===== src/rtl/epoch_pkg.sv =====
package epoch_pkg;

    localparam int          HASH_W    = 32;
    localparam logic [31:0] HASH_POLY = 32'h04C1_1DB7;
    localparam logic [31:0] HASH_SEED = 32'hFFFF_FFFF;

    typedef enum logic [1:0] {
        EV_GRANT_RO = 2'd0,
        EV_GRANT_RW = 2'd1,
        EV_REVOKE   = 2'd2,
        EV_UPGRADE  = 2'd3
    } ev_kind_t;

    typedef enum logic [1:0] {
        ST_IDLE   = 2'd0,
        ST_HASH   = 2'd1,
        ST_COMMIT = 2'd2
    } seq_state_t;

endpackage


===== src/rtl/epoch_crc.sv =====
module epoch_crc
    import epoch_pkg::*;
#(
    parameter int WORD_W = 32
) (
    input  logic              clk,
    input  logic              rst_n,
    input  logic              init,
    input  logic              step,
    input  logic [WORD_W-1:0] word,
    output logic [HASH_W-1:0] crc
);

    logic [HASH_W-1:0] crc_q;
    logic [HASH_W-1:0] crc_next;
    logic              fb;

    always_comb begin
        crc_next = crc_q;
        fb       = 1'b0;
        for (int i = WORD_W - 1; i >= 0; i--) begin
            fb       = crc_next[HASH_W-1] ^ word[i];
            crc_next = {crc_next[HASH_W-2:0], 1'b0};
            if (fb) begin
                crc_next = crc_next ^ HASH_POLY;
            end
        end
    end

    always_ff @(posedge clk or negedge rst_n) begin
        if (!rst_n) begin
            crc_q <= HASH_SEED;
        end else if (init) begin
            crc_q <= HASH_SEED;
        end else if (step) begin
            crc_q <= crc_next;
        end
    end

    assign crc = crc_q;

endmodule


===== src/rtl/epoch_table.sv =====
module epoch_table
    import epoch_pkg::*;
#(
    parameter int ENTRIES = 16,
    parameter int TS_W    = 16,
    localparam int IDX_W  = (ENTRIES > 1) ? $clog2(ENTRIES) : 1
) (
    input  logic              clk,
    input  logic              rst_n,
    input  logic              wr_en,
    input  logic [IDX_W-1:0]  wr_idx,
    input  logic              wr_open,
    input  logic              wr_rw,
    input  logic [TS_W-1:0]   wr_ts,
    input  logic [HASH_W-1:0] wr_hash,
    input  logic [IDX_W-1:0]  rd_idx,
    output logic              rd_open,
    output logic              rd_rw,
    output logic [TS_W-1:0]   rd_ts,
    output logic [HASH_W-1:0] rd_hash,
    input  logic [IDX_W-1:0]  chk_idx,
    output logic              chk_open,
    output logic              chk_rw
);

    logic              open_q [ENTRIES];
    logic              rw_q   [ENTRIES];
    logic [TS_W-1:0]   ts_q   [ENTRIES];
    logic [HASH_W-1:0] hash_q [ENTRIES];

    always_ff @(posedge clk or negedge rst_n) begin
        if (!rst_n) begin
            for (int e = 0; e < ENTRIES; e++) begin
                open_q[e] <= 1'b0;
                rw_q[e]   <= 1'b0;
                ts_q[e]   <= '0;
                hash_q[e] <= '0;
            end
        end else if (wr_en) begin
            open_q[wr_idx] <= wr_open;
            rw_q[wr_idx]   <= wr_rw;
            ts_q[wr_idx]   <= wr_ts;
            hash_q[wr_idx] <= wr_hash;
        end
    end

    always_comb begin
        rd_open  = open_q[rd_idx];
        rd_rw    = rw_q[rd_idx];
        rd_ts    = ts_q[rd_idx];
        rd_hash  = hash_q[rd_idx];
        chk_open = open_q[chk_idx];
        chk_rw   = rw_q[chk_idx];
    end

endmodule


===== src/rtl/epoch_report_fifo.sv =====
module epoch_report_fifo #(
    parameter int DATA_W = 8,
    parameter int DEPTH  = 2,
    localparam int PTR_W = (DEPTH > 1) ? $clog2(DEPTH) : 1,
    localparam int CNT_W = $clog2(DEPTH + 1)
) (
    input  logic              clk,
    input  logic              rst_n,
    input  logic              push,
    input  logic [DATA_W-1:0] push_data,
    output logic              full,
    output logic              out_valid,
    input  logic              out_ready,
    output logic [DATA_W-1:0] out_data
);

    logic [DATA_W-1:0] mem_q [DEPTH];
    logic [PTR_W-1:0]  wr_ptr_q;
    logic [PTR_W-1:0]  rd_ptr_q;
    logic [CNT_W-1:0]  count_q;
    logic              pop;

    function automatic logic [PTR_W-1:0] bump(input logic [PTR_W-1:0] p);
        return (p == PTR_W'(DEPTH - 1)) ? '0 : p + 1'b1;
    endfunction

    assign out_valid = (count_q != '0);
    assign full      = (count_q == CNT_W'(DEPTH));
    assign pop       = out_valid && out_ready;
    assign out_data  = mem_q[rd_ptr_q];

    always_ff @(posedge clk or negedge rst_n) begin
        if (!rst_n) begin
            wr_ptr_q <= '0;
            rd_ptr_q <= '0;
            count_q  <= '0;
            for (int e = 0; e < DEPTH; e++) begin
                mem_q[e] <= '0;
            end
        end else begin
            if (push) begin
                mem_q[wr_ptr_q] <= push_data;
                wr_ptr_q        <= bump(wr_ptr_q);
            end
            if (pop) begin
                rd_ptr_q <= bump(rd_ptr_q);
            end
            if (push && !pop) begin
                count_q <= count_q + 1'b1;
            end else if (pop && !push) begin
                count_q <= count_q - 1'b1;
            end
        end
    end

    AST_NO_OVERFLOW: assert property (@(posedge clk) disable iff (!rst_n)
        push |-> !full);

    AST_HEAD_HOLD: assert property (@(posedge clk) disable iff (!rst_n)
        out_valid && !out_ready |=> out_valid && $stable(out_data));

endmodule


===== src/rtl/coh_epoch_tracker.sv =====
module coh_epoch_tracker
    import epoch_pkg::*;
#(
    parameter int SETS       = 8,
    parameter int WAYS       = 2,
    parameter int TS_W       = 16,
    parameter int ADDR_W     = 16,
    parameter int BLK_WORDS  = 4,
    parameter int FIFO_DEPTH = 2,
    localparam int SET_W     = (SETS > 1) ? $clog2(SETS) : 1,
    localparam int WAY_W     = (WAYS > 1) ? $clog2(WAYS) : 1
) (
    input  logic              clk,
    input  logic              rst_n,
    input  logic              evt_valid,
    output logic              evt_ready,
    input  logic [1:0]        evt_kind,
    input  logic [SET_W-1:0]  evt_set,
    input  logic [WAY_W-1:0]  evt_way,
    input  logic [TS_W-1:0]   now_ts,
    input  logic              dat_valid,
    input  logic [31:0]       dat_word,
    input  logic              acc_valid,
    input  logic              acc_store,
    input  logic [SET_W-1:0]  acc_set,
    input  logic [WAY_W-1:0]  acc_way,
    input  logic [ADDR_W-1:0] acc_addr,
    output logic              rpt_valid,
    input  logic              rpt_ready,
    output logic              rpt_rw,
    output logic [SET_W-1:0]  rpt_set,
    output logic [WAY_W-1:0]  rpt_way,
    output logic [TS_W-1:0]   rpt_begin_ts,
    output logic [31:0]       rpt_begin_hash,
    output logic [TS_W-1:0]   rpt_end_ts,
    output logic [31:0]       rpt_end_hash,
    output logic              err_flag,
    output logic [ADDR_W-1:0] err_addr
);

    localparam int ENTRIES = SETS * WAYS;
    localparam int IDX_W   = (ENTRIES > 1) ? $clog2(ENTRIES) : 1;
    localparam int CNT_W   = (BLK_WORDS > 1) ? $clog2(BLK_WORDS) : 1;
    localparam int RPT_W   = 1 + SET_W + WAY_W + 2 * TS_W + 2 * HASH_W;

    // sequencer state
    seq_state_t        state_q, state_d;
    ev_kind_t          kind_q;
    logic [SET_W-1:0]  set_q;
    logic [WAY_W-1:0]  way_q;
    logic [TS_W-1:0]   ts_q;
    logic [CNT_W-1:0]  cnt_q;

    // datapath controls (outputs process)
    logic              accept;
    logic              crc_step;
    logic              tbl_wr;
    logic              tbl_open;
    logic              tbl_rw;
    logic [TS_W-1:0]   tbl_ts;
    logic [HASH_W-1:0] tbl_hash;
    logic              rpt_push;
    logic              last_word;

    // shared signals
    logic [HASH_W-1:0] crc;
    logic              fifo_full;
    logic [IDX_W-1:0]  ev_idx;
    logic [IDX_W-1:0]  ac_idx;
    logic              ent_open;
    logic              ent_rw;
    logic [TS_W-1:0]   ent_ts;
    logic [HASH_W-1:0] ent_hash;
    logic              chk_open;
    logic              chk_rw;
    logic              illegal;
    logic [RPT_W-1:0]  push_word;
    logic [RPT_W-1:0]  head_word;

    function automatic logic [IDX_W-1:0] frame_index(input logic [SET_W-1:0] s,
                                                     input logic [WAY_W-1:0] w);
        return IDX_W'(int'(s) * WAYS + int'(w));
    endfunction

    assign ev_idx    = frame_index(set_q, way_q);
    assign ac_idx    = frame_index(acc_set, acc_way);
    assign last_word = dat_valid && (cnt_q == CNT_W'(BLK_WORDS - 1));

    // state register
    always_ff @(posedge clk or negedge rst_n) begin
        if (!rst_n) begin
            state_q <= ST_IDLE;
        end else begin
            state_q <= state_d;
        end
    end

    // transitions: T_ACCEPT, T_LAST_WORD, T_DONE
    always_comb begin
        state_d = state_q;
        unique case (state_q)
            ST_IDLE:   if (evt_valid && !fifo_full) state_d = ST_HASH;
            ST_HASH:   if (last_word)               state_d = ST_COMMIT;
            ST_COMMIT:                              state_d = ST_IDLE;
            default:                                state_d = ST_IDLE;
        endcase
    end

    // outputs of the sequencer
    always_comb begin
        evt_ready = 1'b0;
        accept    = 1'b0;
        crc_step  = 1'b0;
        tbl_wr    = 1'b0;
        tbl_open  = ent_open;
        tbl_rw    = ent_rw;
        tbl_ts    = ent_ts;
        tbl_hash  = ent_hash;
        rpt_push  = 1'b0;
        unique case (state_q)
            ST_IDLE: begin
                evt_ready = !fifo_full;
                accept    = evt_valid && !fifo_full;
            end
            ST_HASH: begin
                crc_step = dat_valid;
            end
            ST_COMMIT: begin
                tbl_wr = 1'b1;
                unique case (kind_q)
                    EV_GRANT_RO, EV_GRANT_RW: begin
                        tbl_open = 1'b1;
                        tbl_rw   = (kind_q == EV_GRANT_RW);
                        tbl_ts   = ts_q;
                        tbl_hash = crc;
                    end
                    EV_REVOKE: begin
                        tbl_open = 1'b0;
                        rpt_push = ent_open;
                    end
                    EV_UPGRADE: begin
                        tbl_open = 1'b1;
                        tbl_rw   = 1'b1;
                        tbl_ts   = ts_q;
                        tbl_hash = crc;
                        rpt_push = ent_open;
                    end
                    default: tbl_wr = 1'b0;
                endcase
            end
            default: ;
        endcase
    end

    // event capture and word counter
    always_ff @(posedge clk or negedge rst_n) begin
        if (!rst_n) begin
            kind_q <= EV_GRANT_RO;
            set_q  <= '0;
            way_q  <= '0;
            ts_q   <= '0;
            cnt_q  <= '0;
        end else begin
            if (accept) begin
                kind_q <= ev_kind_t'(evt_kind);
                set_q  <= evt_set;
                way_q  <= evt_way;
                ts_q   <= now_ts;
                cnt_q  <= '0;
            end else if (crc_step) begin
                cnt_q <= cnt_q + 1'b1;
            end
        end
    end

    epoch_crc #(.WORD_W(32)) i_crc (
        .clk   (clk),
        .rst_n (rst_n),
        .init  (accept),
        .step  (crc_step),
        .word  (dat_word),
        .crc   (crc)
    );

    epoch_table #(.ENTRIES(ENTRIES), .TS_W(TS_W)) i_table (
        .clk      (clk),
        .rst_n    (rst_n),
        .wr_en    (tbl_wr),
        .wr_idx   (ev_idx),
        .wr_open  (tbl_open),
        .wr_rw    (tbl_rw),
        .wr_ts    (tbl_ts),
        .wr_hash  (tbl_hash),
        .rd_idx   (ev_idx),
        .rd_open  (ent_open),
        .rd_rw    (ent_rw),
        .rd_ts    (ent_ts),
        .rd_hash  (ent_hash),
        .chk_idx  (ac_idx),
        .chk_open (chk_open),
        .chk_rw   (chk_rw)
    );

    assign push_word = {ent_rw, set_q, way_q, ent_ts, ent_hash, ts_q, crc};

    epoch_report_fifo #(.DATA_W(RPT_W), .DEPTH(FIFO_DEPTH)) i_fifo (
        .clk       (clk),
        .rst_n     (rst_n),
        .push      (rpt_push),
        .push_data (push_word),
        .full      (fifo_full),
        .out_valid (rpt_valid),
        .out_ready (rpt_ready),
        .out_data  (head_word)
    );

    assign {rpt_rw, rpt_set, rpt_way, rpt_begin_ts, rpt_begin_hash,
            rpt_end_ts, rpt_end_hash} = head_word;

    // access legality and sticky error capture
    assign illegal = acc_valid && (!chk_open || (acc_store && !chk_rw));

    always_ff @(posedge clk or negedge rst_n) begin
        if (!rst_n) begin
            err_flag <= 1'b0;
            err_addr <= '0;
        end else if (illegal && !err_flag) begin
            err_flag <= 1'b1;
            err_addr <= acc_addr;
        end
    end

    AST_ACCEPT_GOES_BUSY: assert property (@(posedge clk) disable iff (!rst_n)
        evt_valid && evt_ready |=> !evt_ready);

    AST_STORE_NEEDS_RW: assert property (@(posedge clk) disable iff (!rst_n)
        acc_valid && acc_store && chk_open && !chk_rw && !err_flag
        |=> err_flag && err_addr == $past(acc_addr));

    AST_EMPTY_ACCESS_FLAGGED: assert property (@(posedge clk) disable iff (!rst_n)
        acc_valid && !chk_open |=> err_flag);

    AST_ERR_STICKY: assert property (@(posedge clk) disable iff (!rst_n)
        err_flag |=> err_flag && $stable(err_addr));

    AST_FULL_BLOCKS: assert property (@(posedge clk) disable iff (!rst_n)
        fifo_full |-> !evt_ready);

endmodule


===== config.mk =====
export PLATFORM = sky130hd
export DESIGN_NAME = coh_epoch_tracker
export DESIGN_NICKNAME = d
export VERILOG_FILES = /design/src/rtl/epoch_pkg.sv /design/src/rtl/epoch_crc.sv /design/src/rtl/epoch_table.sv /design/src/rtl/epoch_report_fifo.sv /design/src/rtl/coh_epoch_tracker.sv
export SDC_FILE = /design/constraint.sdc
export NUM_CORES = 2
export LEC_CHECK = 0
export BUFFER_PORTS_ARGS = -buffer_cell sky130_fd_sc_hd__buf_2
export CAP_MARGIN = 20
export CELL_PAD_IN_SITES_DETAIL_PLACEMENT = 1
export CELL_PAD_IN_SITES_GLOBAL_PLACEMENT = 2
export CORE_AREA = 3 3 370 372
export CTS_CLUSTER_DIAMETER = 50
export DETAILED_ROUTE_END_ITERATION = 8
export DIE_AREA = 0 0 373 375
export HOLD_SLACK_MARGIN = 0.12
export PLACE_DENSITY = 0.67
export REMOVE_ABC_BUFFERS = 1
export SYNTH_ARGS = -nofsm -noshare
export SYNTH_HDL_FRONTEND = slang
export SYNTH_SLANG_ARGS = --single-unit

===== constraint.sdc =====
create_clock -name clk -period 5.3 [get_ports clk]
set_input_delay 0.53 -clock clk [delete_from_list [all_inputs] [get_ports clk]]
set_output_delay 0.53 -clock clk [all_outputs]
set_load 0.05 [all_outputs]

==> results.ini <==
[outcome]
status=finished, final reports clean

[synthesis]
ys_seq_area_share_pct=54.91
syn_area_per_cell_um2=12.04
async_reset_ff_share_pct=100.0
ys_warn_count=0
synth_area_leaders=dfrtp_1, mux4_2, mux2_2
synth.ff_latch_count=1081
synth_cell_types=39
synthCells=4097
synth_top_area_cell=dfrtp_1
synth_top_flop_cell=dfrtp_1
synth_edf_count=0
netlist.area_leader.share_pct=53.21
synth_area_mm2=0.04934

[sta]
finalSetupViolations=0
slew_violations=0
clock.fmax_mhz=236.8
hold_viol=0
fin_skew_ns=0.03393
finalCriticalPeriod_ns=4.223
tightestPinTransition_ns=1.088
slew_headroom_pct=26.01
rsz0062_at_grt=no
fin_crit_sh_pct=79.67

[route]
drc=0
drt_iter0_markers=1966
wirelength_um=148700
drt-wirelength-per-cell_um=24.14
ant_nets=0
num_vias=32300
avgViaCountPerCell=5.245
dr.pass1.iters=5

[global_route]
antenna_found_initial=2
grt_pass1_wl_um=228000
gr-total-overflow=0
grt_use_total_pct=21.54
grt_pass1_vias=34600
grt_max_degree=136

[placed_design]
port_buffers=200
dp_cells=5861
hpwl_um=87990
gp_congestion=0.8828

[clock_network]
clk_pin_slew_worst_paths_ns=0.06
tritoncts=yes
htreeDepth=4
hold_buffers=41
cts-root-buf=clkbuf_16
cts_buffers=144
clock_sinks=1081
clock_path_buffers=3
worstSkewPairLatency_ns=0.78
postCtsSetupBuffers=0
cts_resized=0

[critical_path]
crit_fanout=7
required_ns=5.99
worstPathArrival_ns=4.91
cp-end-kind=register
crit_path_start_kind=register
worstSetupPathType=reg2reg

[floorplanning]
coreArea_mm2=0.1336
rows=134
pin_count=201
die_area_mm2=0.1399
dieWidth_um=373
start_util_pct=36.92
fp.dieH_um=375

[finish]
area_delta_synth_final_pct=17.84
drive_gt1_share_pct=28.31
fillers=13900
finalNonFillerCells=6159
final_nets=4364

[job]
drv_cap=0

[worst_hold_path]
hp-class=in2async

sequential cells by signal (all words and copies together) (netlist names), 2 cells and up:
register        count
cnt_q               2
err_addr           16
i_crc.crc          32
i_fifo.count_q      2
i_fifo.mem_q      202
i_table.hash_q    512
i_table.open_q     16
i_table.rw_q       16
i_table.ts_q      256
kind_q              2
set_q               3
state_q             2
ts_q               16
cell type report:
cell class / count / area (um^2) / area share [%]
inverters: 3 / 11.26 / 0.01937
flip-flops and latches: 1081 / 27110 / 46.63
diodes: 1 / 2.502 / 0.004304
multi-input cells: 2682 / 21140 / 36.37
clock buffers: 195 / 4154 / 7.145
well taps: 1768 / 2212 / 3.805
repair buffers: 369 / 2740 / 4.713
clock inverters: 60 / 763.2 / 1.313
logic make-up after synthesis:
family	share of synthesized area, %
DFF	54.91
and+or+nand+nor	7.177
AOI/OAI and AO/OA	8.790
muxes	20.08
buffers and inverters	2.541
xor gates and xnor gates	6.452
adders and majority gates	0.05071
metrics by stage:
| stage | instance area, um^2 | hold slack (ns) | utilization [%] | setup WS (ns) | setup TNS, ns |
|---|---|---|---|---|---|
| floorplan | 48090 | 0.2344 | - | -12.83 | -6608.63 |
| global placement | 52760 | 0.4564 | 39.48 | 0.8214 | 0 |
| detailed placement | 52780 | 0.4661 | 39.50 | 0.7331 | 0 |
| CTS | 58110 | 0.3525 | 43.48 | 1.070 | 0 |
| global route | 58130 | 0.3965 | 43.51 | 0.9132 | 0 |
| finish | 58140 | 0.4006 | 43.51 | 1.077 | 0 |
worst max-delay path, stage by stage (launching register included):
cell and delay [ns]:
dfstp_2 0.41, xnor2_2 0.64, xnor3_1 0.58, xor2_1 0.17
xnor2_1 0.50, xnor3_1 0.67, xnor2_1 0.33, xnor2_1 0.22
xnor3_1 0.45, a21oi_1 0.18
per-layer routing:
layer  GRT usage (%)  wire length, um  up-vias  part of all wire [%]
li1                -                -    14650                     -
met1           30.35            69690    16890                    47
met2           34.46            69420      556                    47
met3           3.419             5756      209                   3.9
met4           6.314             3809        0                   2.6
met5               0                0        -                     0
cells in the final DEF (no fill, tap or decap), types with 32 or more instances in the layout:
| master | count |
|---|---|
| mux2_2 | 319 |
| dlygate4sd3_1 | 41 |
| xnor2_1 | 159 |
| xor2_1 | 41 |
| buf_2 | 199 |
| a21oi_1 | 310 |
| nor2_1 | 306 |
| mux4_2 | 259 |
| nand2_1 | 578 |
| mux2i_1 | 44 |
| dfstp_2 | 32 |
| o21ai_0 | 531 |
| dfrtp_1 | 1044 |
| clkbuf_16 | 151 |
| buf_4 | 100 |
synthesized netlist by cell type, types with 2 or more instances:
master / instances
xnor2_1: 159
xnor3_2: 8
xor2_2: 3
nand2b_1: 3
o21ai_0: 531
nand2_1: 590
o21ai_1: 10
mux4_2: 259
mux2_2: 319
nor2_1: 307
xor2_4: 4
and3_1: 2
clkbuf_1: 303
inv_1: 3
buf_1: 28
o211ai_1: 5
xnor2_2: 18
xor2_1: 41
nor3_1: 11
dfstp_2: 32
a21oi_1: 310
nand3_1: 2
ha_1: 2
xnor3_1: 23
a2bb2oi_1: 2
xnor2_4: 9
dfrtp_1: 1049
mux2i_1: 48
and2_1: 2
nor2b_1: 5
worst paths after layout:
kind / to / slack, ns / cells after the start / startpoint
worst min register to register: i_table.hash_q[429]$_DFFE_PN0P_ / 0.47 / 2 / i_table.hash_q[429]$_DFFE_PN0P_
worst max register to register: i_crc.crc[14]$_DFFE_PN1P_ / 1.08 / 9 / i_crc.crc[31]$_DFFE_PN1P_
worst min-delay path: i_fifo.mem_q[199]$_DFFE_PN0P_ / 0.40 / 2 / rst_n
min in group clk: state_q[0]$_DFFE_PN0P_ / 0.40 / 4 / evt_valid
worst max-delay path: i_crc.crc[14]$_DFFE_PN1P_ / 1.08 / 9 / i_crc.crc[31]$_DFFE_PN1P_
max in group asynchronous: i_table.hash_q[25]$_DFFE_PN0P_ / 3.53 / 4 / rst_n
Power is left out: the tool's default activity adds up to more than one toggle a clock period on the data nets, which glitch-free logic cannot reach.
